**src/rtl/hdlc_evt_pkg.sv**
```systemverilog
package hdlc_evt_pkg;

    localparam int EVT_W = 16;

    // event bit positions
    localparam int B_RBUF   = 0;
    localparam int B_FRAME  = 3;
    localparam int B_IDLE   = 8;
    localparam int B_FLAG   = 9;
    localparam int B_GLITCH = 12;

    // bits that hold state (reserved: 15..13, 6, 5)
    localparam logic [EVT_W-1:0] IMPL_MASK = 16'h1F9F;

    localparam logic ADDR_EVT  = 1'b0;
    localparam logic ADDR_MASK = 1'b1;

    typedef struct packed {
        logic glitch;
        logic flag;
        logic idle;
        logic frame;
        logic rbuf;
    } hw_evt_t;

    function automatic logic [EVT_W-1:0] evt_set_vec(hw_evt_t e);
        logic [EVT_W-1:0] v;
        v           = '0;
        v[B_GLITCH] = e.glitch;
        v[B_FLAG]   = e.flag;
        v[B_IDLE]   = e.idle;
        v[B_FRAME]  = e.frame;
        v[B_RBUF]   = e.rbuf;
        return v & IMPL_MASK;
    endfunction

endpackage

```
**src/rtl/hdlc_idle_det.sv**
```systemverilog
module hdlc_idle_det #(
    parameter int RUN = 15
) (
    input  logic clk,
    input  logic rst,
    input  logic bit_vld,
    input  logic bit_val,
    output logic idle_pulse
);
    localparam int CW = $clog2(RUN + 1);
    localparam logic [CW-1:0] LAST = CW'(RUN - 1);
    localparam logic [CW-1:0] SAT  = CW'(RUN);

    logic [CW-1:0] ones_cnt;

    // fires once when the run reaches RUN; saturation keeps it quiet after
    assign idle_pulse = bit_vld && bit_val && (ones_cnt == LAST);

    always_ff @(posedge clk) begin
        if (rst) begin
            ones_cnt <= '0;
        end else if (bit_vld) begin
            if (!bit_val) begin
                ones_cnt <= '0;
            end else if (ones_cnt != SAT) begin
                ones_cnt <= ones_cnt + 1'b1;
            end
        end
    end
endmodule

```
**src/rtl/hdlc_flag_track.sv**
```systemverilog
module hdlc_flag_track #(
    parameter int GAP = 8
) (
    input  logic clk,
    input  logic rst,
    input  logic bit_vld,
    input  logic flag_hit,
    output logic flag_pulse
);
    localparam int CW = $clog2(GAP + 1);
    localparam logic [CW-1:0] LAST = CW'(GAP - 1);

    logic          in_seq;
    logic [CW-1:0] gap_cnt;
    logic          open_ev;
    logic          close_ev;

    assign open_ev    = flag_hit && !in_seq;
    assign close_ev   = in_seq && !flag_hit && bit_vld && (gap_cnt == LAST);
    assign flag_pulse = open_ev || close_ev;

    always_ff @(posedge clk) begin
        if (rst) begin
            in_seq  <= 1'b0;
            gap_cnt <= '0;
        end else if (flag_hit) begin
            in_seq  <= 1'b1;
            gap_cnt <= '0;
        end else if (close_ev) begin
            in_seq  <= 1'b0;
            gap_cnt <= '0;
        end else if (in_seq && bit_vld) begin
            gap_cnt <= gap_cnt + 1'b1;
        end
    end
endmodule

```
**src/rtl/hdlc_evt_bank.sv**
```systemverilog
module hdlc_evt_bank
    import hdlc_evt_pkg::*;
(
    input  logic             clk,
    input  logic             rst,
    input  logic [EVT_W-1:0] set_vec,
    input  logic             wr,
    input  logic             addr,
    input  logic [EVT_W-1:0] wdata,
    output logic [EVT_W-1:0] evt_q,
    output logic [EVT_W-1:0] mask_q
);
    logic [EVT_W-1:0] clr_vec;
    logic [EVT_W-1:0] evt_n;

    always_comb begin
        clr_vec = (wr && addr == ADDR_EVT) ? wdata : '0;
        // hardware set is applied after the clear so it wins
        evt_n   = ((evt_q & ~clr_vec) | set_vec) & IMPL_MASK;
    end

    always_ff @(posedge clk) begin
        if (rst) begin
            evt_q  <= '0;
            mask_q <= '0;
        end else begin
            evt_q <= evt_n;
            if (wr && addr == ADDR_MASK) begin
                mask_q <= wdata & IMPL_MASK;
            end
        end
    end
endmodule

```
**src/rtl/hdlc_irq_gen.sv**
```systemverilog
module hdlc_irq_gen
    import hdlc_evt_pkg::*;
(
    input  logic             clk,
    input  logic             rst,
    input  logic [EVT_W-1:0] evt,
    input  logic [EVT_W-1:0] mask,
    output logic             irq
);
    always_ff @(posedge clk) begin
        if (rst) begin
            irq <= 1'b0;
        end else begin
            irq <= |(evt & mask & IMPL_MASK);
        end
    end
endmodule

```
**src/rtl/hdlc_rx_evt.sv**
```systemverilog
module hdlc_rx_evt
    import hdlc_evt_pkg::*;
#(
    parameter int IDLE_RUN = 15,
    parameter int FLAG_GAP = 8
) (
    input  logic        clk,
    input  logic        rst,
    input  logic        rx_bit,
    input  logic        rx_bit_vld,
    input  logic        flag_hit,
    input  logic        frame_done,
    input  logic        buf_full,
    input  logic        rx_clk_glitch,
    input  logic        reg_wr,
    input  logic        reg_addr,
    input  logic [15:0] reg_wdata,
    output logic [15:0] reg_rdata,
    output logic [15:0] evt_value,
    output logic        irq_req
);
    hw_evt_t          hw;
    logic             idle_p;
    logic             flag_p;
    logic [EVT_W-1:0] set_vec;
    logic [EVT_W-1:0] evt_r;
    logic [EVT_W-1:0] mask_r;

    hdlc_idle_det #(.RUN(IDLE_RUN)) u_idle (
        .clk       (clk),
        .rst       (rst),
        .bit_vld   (rx_bit_vld),
        .bit_val   (rx_bit),
        .idle_pulse(idle_p)
    );

    hdlc_flag_track #(.GAP(FLAG_GAP)) u_flag (
        .clk       (clk),
        .rst       (rst),
        .bit_vld   (rx_bit_vld),
        .flag_hit  (flag_hit),
        .flag_pulse(flag_p)
    );

    always_comb begin
        hw.glitch = rx_clk_glitch;
        hw.flag   = flag_p;
        hw.idle   = idle_p;
        hw.frame  = frame_done;
        hw.rbuf   = buf_full;
        set_vec   = evt_set_vec(hw);
    end

    hdlc_evt_bank u_bank (
        .clk    (clk),
        .rst    (rst),
        .set_vec(set_vec),
        .wr     (reg_wr),
        .addr   (reg_addr),
        .wdata  (reg_wdata),
        .evt_q  (evt_r),
        .mask_q (mask_r)
    );

    hdlc_irq_gen u_irq (
        .clk (clk),
        .rst (rst),
        .evt (evt_r),
        .mask(mask_r),
        .irq (irq_req)
    );

    assign evt_value = evt_r;
    assign reg_rdata = (reg_addr == ADDR_MASK) ? mask_r : evt_r;
endmodule

```
**config.mk**
```make
export PLATFORM = sky130hd
export DESIGN_NAME = hdlc_rx_evt
export DESIGN_NICKNAME = d
export VERILOG_FILES = /design/src/rtl/hdlc_evt_pkg.sv /design/src/rtl/hdlc_idle_det.sv /design/src/rtl/hdlc_flag_track.sv /design/src/rtl/hdlc_evt_bank.sv /design/src/rtl/hdlc_irq_gen.sv /design/src/rtl/hdlc_rx_evt.sv
export SDC_FILE = /design/constraint.sdc
export NUM_CORES = 1
export LEC_CHECK = 0
export BUFFER_PORTS_ARGS = -buffer_cell sky130_fd_sc_hd__buf_2
export CAP_MARGIN = 20
export CORE_ASPECT_RATIO = 0.6
export CORE_MARGIN = 3
export CORE_UTILIZATION = 40
export CTS_CLUSTER_SIZE = 24
export DETAILED_ROUTE_END_ITERATION = 6
export PLACE_DENSITY = 0.68
export SLEW_MARGIN = 20
export SYNTH_ARGS = -nofsm -noshare
export SYNTH_HDL_FRONTEND = slang
export SYNTH_SLANG_ARGS = --single-unit
```
**constraint.sdc**
```tcl
create_clock -name clk -period 1.98 [get_ports clk]
set_input_delay 0.099 -clock clk [delete_from_list [all_inputs] [get_ports clk]]
set_output_delay 0.099 -clock clk [all_outputs]
set_load 0.01 [all_outputs]
```
==> flow_summary.toml, run 1 <==
[outcome]
status = "completed"

[cts]
cts_root_buffer = "clkbuf_8"
clock_latency_ns = 0.29
cts-buffers-inserted = 5
cts_tree = "yes"
cts_resized = 0
clkTransAtPathRegs_ns = 0.07
h-tree-depth = 2
clkSinkCount = 32
postCtsSetupRepairBufs = 0
cts_buffer_depth = 2
holdBufCountCts = 0

[detailed_routing]
drtIter0Drc = 96
viasPerCell = 5.101
wl_met3_um = 247
first_pass_iters = 4
m1WireLength_mm = 1.814
drc_errors = 0
drtAntennaViolNets = 0
wl_per_cell_um = 13.59
met2_length_mm = 1.416
num_vias = 1316
routed_wl_mm = 3.507
top_layer = "met4"

[min_path]
min_path_type = "in -> reg"

[final_layout]
fill_cells = 326
final_area_um2 = 1807
final_common_cell = "buf_2"
layout_common_cells = "buf_2 (43), nand2_1 (32), dfxtp_1 (32), a21oi_1 (16), mux2_2 (11)"
regArea_um2 = 640.6
final_nets = 241
multi_input_area_um2 = 757.0
n_antenna_cell = 0
drive_gt1_frac = 0.3052
syn2layout_area_growth_pct = 20.63
utilization = 0.5278

[critical_path]
path_class = "reg -> reg"
cp.required_ns = 2.12
cp.arrival_ns = 1.62
endpoint_kind = "flip-flop"
crit_fanout = 3
startpoint_type = "flip-flop"

[pwr]
p_int_w = 0.001099
clkPwrFrac = 0.427
power_per_cell_area_nw_per_um2 = 799.7
switching_share = 0.2396
p_switching_w = 0.0003461
combPwrFrac = 0.100
p_leak_nw = 0.8351
ir_drop_uv = 404.8
p_seq_frac = 0.473

[grt]
grt_max_degree = 23
grt_pass1_wl_mm = 5.692
grt_overflow = 0
antenna_found_initial = 0
grt_pass1_vias = 1153
grtUsageTotal = 0.1632

[sta]
fin_crit_ns = 1.476
setup_violations = 0
slew_headroom = 0.5520
tightestPinTransition_ns = 0.6635
holdWs_ns = 0.02031
final_max_slew_viol_count = 0
fmaxAchievable_mhz = 677.7
period_share = 0.7453
timing.final.ws_setup_ns = 0.5044
skew_ns = 0.006418
setup_tns_ns = 0
rsz0062_at_grt = "false"
hold_violations = 0

[floorplan]
start_util = 0.4375
die_height_um = 53.40
fp.dieW_um = 85.00
rows = 16
ios = 59
die-area_um2 = 4538
core_area_um2 = 3423

[yosys]
yosys_warnings = 0
avgSynthCellArea_um2 = 8.810
synth_top_family_by_area = "compound AO/OA/AOI/OAI gates"
synth_xor_area_frac = 0.01170
synthDistinctLibCells = 36
synth_adder_area_share = 0.02506
ys_ff_latch = 32
synth-simple-area-share = 0.1688
synthCells = 170
syn-cell-area_um2 = 1498
synth_compound_area_frac = 0.1921
synthMuxAreaShare = 0.08271
synth-seq-area-share = 0.4277

[place]
hpwl_mm = 2.555
placed_area_um2 = 1699
io_buffer_count = 43
gp_congestion = 0.7377
dp_slack_ns = 0.5045

[flow_run]
drv_cap = 0
## critical path, cell delays in order, from the launching register on
cell and delay, ns:
dfxtp_1 0.38, ha_1 0.19, inv_1 0.05, o311ai_0 0.60, nor2_1 0.12
## cell usage after synthesis
cell	number	area, um2
dfxtp_1	32	640.6
nand2_1	32	120.1
a21oi_1	16	80.08
mux2_2	11	123.9
buf_4	10	75.07
and3_1	8	50.05
nand3_1	7	35.03
inv_1	6	22.52
buf_2	5	25.02
a21boi_0	3	22.52
ha_1	3	37.54
o21a_1	3	22.52
a211o_1	2	17.52
a211oi_1	2	15.01
a21bo_2	2	20.02
a221oi_1	2	17.52
a22o_1	2	17.52
a31oi_1	2	12.51
clkbuf_1	2	7.510
o21ai_0	2	10.01
o31ai_1	2	15.01
xor2_1	2	17.52
a222oi_1	1	10.01
a31o_2	1	8.760
and2_1	1	6.260
buf_1	1	3.750
conb_1	1	3.750
nand2b_1	1	6.260
nand4_1	1	6.260
nor2_1	1	3.750
nor2b_1	1	6.260
nor3_1	1	5.000
o211a_1	1	10.01
o311ai_0	1	8.760
or3_1	1	6.260
or4_1	1	7.510
## power groups by stage
stage / Clock [W] / Sequential [W] / Combinational (W)
2_1_floorplan: 0 / 0.000696 / 0.000101
3_3_place_gp: 0 / 0.000697 / 0.000143
3_5_place_dp: 0 / 0.000697 / 0.000144
4_1_cts: 0.000628 / 0.000682 / 0.000145
5_1_grt: 0.000656 / 0.000685 / 0.000160
6_report: 0.000617 / 0.000683 / 0.000145
## per-stage QoR
stage          instances  power (W)
2_1_floorplan        179  0.0007966
3_3_place_gp         250  0.0008398
3_5_place_dp         250  0.0008410
4_1_cts              258   0.001456
5_1_grt              258   0.001502
6_report             258   0.001445
## per-layer routing
metal | up-vias | GRT usage
met5 | - | 0
met4 | 0 | 0.07105
met3 | 3 | 0.05754
met2 | 42 | 0.2178
met1 | 610 | 0.2310
li1 | 661 | -
## area by class of cell
| cell class | count | share of cell area |
|---|---|---|
| flip-flops and latches | 32 | 0.3546 |
| repair buffers | 44 | 0.1233 |
| clock inverters | 2 | 0.01939 |
| clock buffers | 6 | 0.04017 |
| multi-input cells | 123 | 0.4190 |
| well taps | 45 | 0.03116 |
| inverters | 6 | 0.01247 |
## registers in the layout, summed over array words and instances (netlist names)
| name | count |
|---|---|
| u_bank.evt_q | 11 |
| u_bank.mask_q | 11 |
| u_flag.gap_cnt | 4 |
| u_flag.in_seq | 1 |
| u_idle.ones_cnt | 4 |
| u_irq.irq | 1 |
## cells by family (layout without fill, tap and decap cells)
group,count (synthesis),count (layout)
AND/OR/NAND/NOR,55,55
AO/OA/AOI/OAI,42,42
flip-flops,32,32
buffers and inverters,24,58
multiplexers,11,11
adder cells (fa/ha/maj),3,3
XOR/XNOR,2,2
other,1,10
## final timing paths
kind	startpoint	to	slack [ns]	depth (start not counted)
setup / recovery	u_flag.gap_cnt[0]	u_flag.gap_cnt[0]	0.50	4
hold / removal	rx_clk_glitch	u_bank.evt_q[12]	0.02	2
setup reg to reg	u_flag.gap_cnt[0]	u_flag.gap_cnt[0]	0.50	4
hold reg to reg	u_bank.mask_q[12]	u_bank.mask_q[12]	0.47	2
Power figures use the tool's default switching activity.
==> run 2, diff against run 1 <==
Settings changed: PLACE_DENSITY 0.68 to 0.7.
Clock period 1.98 ns to 1.2 ns, I/O delays scaled along.
==> run 2 against run 1 <==
Effect of this change:
- total power grew 51%
- sequential power grew 65%
- critical endpoint is now reg_rdata[7]
- first-iteration DRC count grew 4.2%
- critical path type is now reg -> out
- count of clock-buffer cells in the layout is the same
==> flow_summary.toml, run 2 (same netlist as run 1, synthesis figures left out) <==
[critical_path]
critical_path.max_stage_delay_ns = 0.32
startpoint_type = "flip-flop"
cp.required_ns = 1.14
cp.arrival_ns = 1.12
crit_chain = "buf_4, mux2_4, buf_6"
critPathTopFamily = "flip-flops"
cp.buffers_inverters = 2
endpoint_kind = "primary output"
slowest_stage = "dfxtp_2"
crit_fanout = 3
path_class = "reg -> out"

[floorplan]
core_area_um2 = 3423
start_util = 0.4375
die_height_um = 53.40
die-area_um2 = 4538
rows = 16
ios = 59
fp.dieW_um = 85.00

[detailed_routing]
drc_errors = 0
first_pass_iters = 4
drtIter0Drc = 100
routed_wl_mm = 3.756
viasPerCell = 5.033
wl_per_cell_um = 13.66
num_vias = 1384
drtAntennaViolNets = 0

[final_layout]
final_common_cell = "buf_2"
drive_gt1_frac = 0.4043
reg_top3 = "u_bank.evt_q: 11 flops, u_bank.mask_q: 11 flops"
fill_cells = 311
syn2layout_area_growth_pct = 33.50
n_antenna_cell = 0
layout_common_cells = "buf_2 (41), nand2_1 (32), dfxtp_1 (24), a21oi_1 (16), buf_4 (15)"
final_nets = 259

[pwr]
p_seq_frac = 0.515
p_switching_w = 0.0005626
p_int_w = 0.001626
power_per_cell_area_nw_per_um2 = 1095
p_leak_nw = 0.9185
ir_drop_uv = 724.1
finalPower_w = 0.002189
combPwrFrac = 0.131
switching_share = 0.2571
clkPwrFrac = 0.354

[place]
io_buffer_count = 43
hpwl_mm = 2.634
gp_congestion = 0.7423

[sta]
fin_crit_ns = 1.180
hold_violations = 0
final_max_slew_viol_count = 0
skew_ns = 0.007779
setup_violations = 0
period_share = 0.9832
setup_tns_ns = 0
fmaxAchievable_mhz = 847.6

[grt]
grt_pass1_wl_mm = 6.037
grt_max_degree = 17
grt_overflow = 0
grt_pass1_vias = 1286
antenna_found_initial = 0
grtUsageTotal = 0.1746

[cts]
cts_tree = "yes"
cts_root_buffer = "clkbuf_8"
clkTransAtPathRegs_ns = 0.06
clock_latency_ns = 0.29
cts-buffers-inserted = 5
clkSinkCount = 32
cts_buffer_depth = 2
h-tree-depth = 2

[flow_run]
drv_cap = 0

[outcome]
status = "completed"

[min_path]
min_path_type = "in -> reg"
run 2: changes by cell type in the layout (fill, tap and decap cells not counted), moves of 2 or more:
cell	delta
dlygate4sd3_1	+4
buf_4	+14
mux2_4	+2
buf_6	+2
dfxtp_1	-8
ha_1	-2
ha_4	+2
mux2_2	-2
dfxtp_2	+7
buf_2	-2
run 2: through the flow:
stage          cell area, um2  setup WS (ns)    util  cells  hold slack (ns)
2_1_floorplan            1550       -0.02275       -    179           0.1393
3_3_place_gp             1815       -0.03308  0.5303    263           0.2760
3_5_place_dp             1815       -0.05786  0.5303    263           0.2769
4_1_cts                  1946       0.003633  0.5683    275          0.01248
5_1_grt                  1999       -0.02293  0.5841    275          0.02686
6_report                 1999        0.02015  0.5841    275          0.01829
run 2: routing by layer:
layer | GRT usage | wire (um)
met3 | 0.05910 | 270
met4 | 0.07105 | 38
met5 | 0 | 0
met1 | 0.2224 | 1695
met2 | 0.2719 | 1752
run 2: area by class of cell:
type                       instances  area, um2  share of cell area
tap                               45      56.30             0.02816
multi-input combinational        123      809.5              0.4049
timing repair buffer              62      380.4              0.1902
sequential                        32      653.1              0.3267
inverter                           6      22.52             0.01126
clock inverter                     1      5.005            0.002503
clock buffer                       6      72.57             0.03630
run 2: timing repair:
item / in CTS / in global routing
hold buffers: 4 / 0
gates resized for setup: 3 / 14
setup buffers: 1 / 1
setup endpoints to repair: 4 / 11
pin swaps: 3 / 0
endpoints found under the hold margin: 4 / 0
run 2: power by group through the flow:
| stage | clock network, W | logic [W] | registers, W |
|---|---|---|---|
| after floorplan | 0 | 0.000166 | 0.00115 |
| after global placement | 0 | 0.000262 | 0.00115 |
| after detailed placement | 0 | 0.000263 | 0.00115 |
| after CTS | 0.000796 | 0.000280 | 0.00112 |
| after global routing | 0.000827 | 0.000319 | 0.00113 |
| final | 0.000774 | 0.000287 | 0.00113 |
run 2: worst min-delay path, delay by kind of cell:
| kind | cells | cell delay [ns] |
|---|---|---|
| AO/OA/AOI/OAI | 1 | 0.05 |
| AND/OR/NAND/NOR | 1 | 0.05 |
| buffers and inverters | 1 | 0.10 |
run 2: worst paths after layout:
check	from	end	slack [ns]	cells after the start
worst max-delay path	u_bank.evt_q[7]	reg_rdata[7]	0.02	3
worst min-delay path	reg_wdata[12]	u_bank.mask_q[12]	0.02	3
worst max register to register	u_flag.gap_cnt[2]	u_flag.in_seq	0.02	3
worst min register to register	u_bank.mask_q[12]	u_bank.mask_q[12]	0.47	2
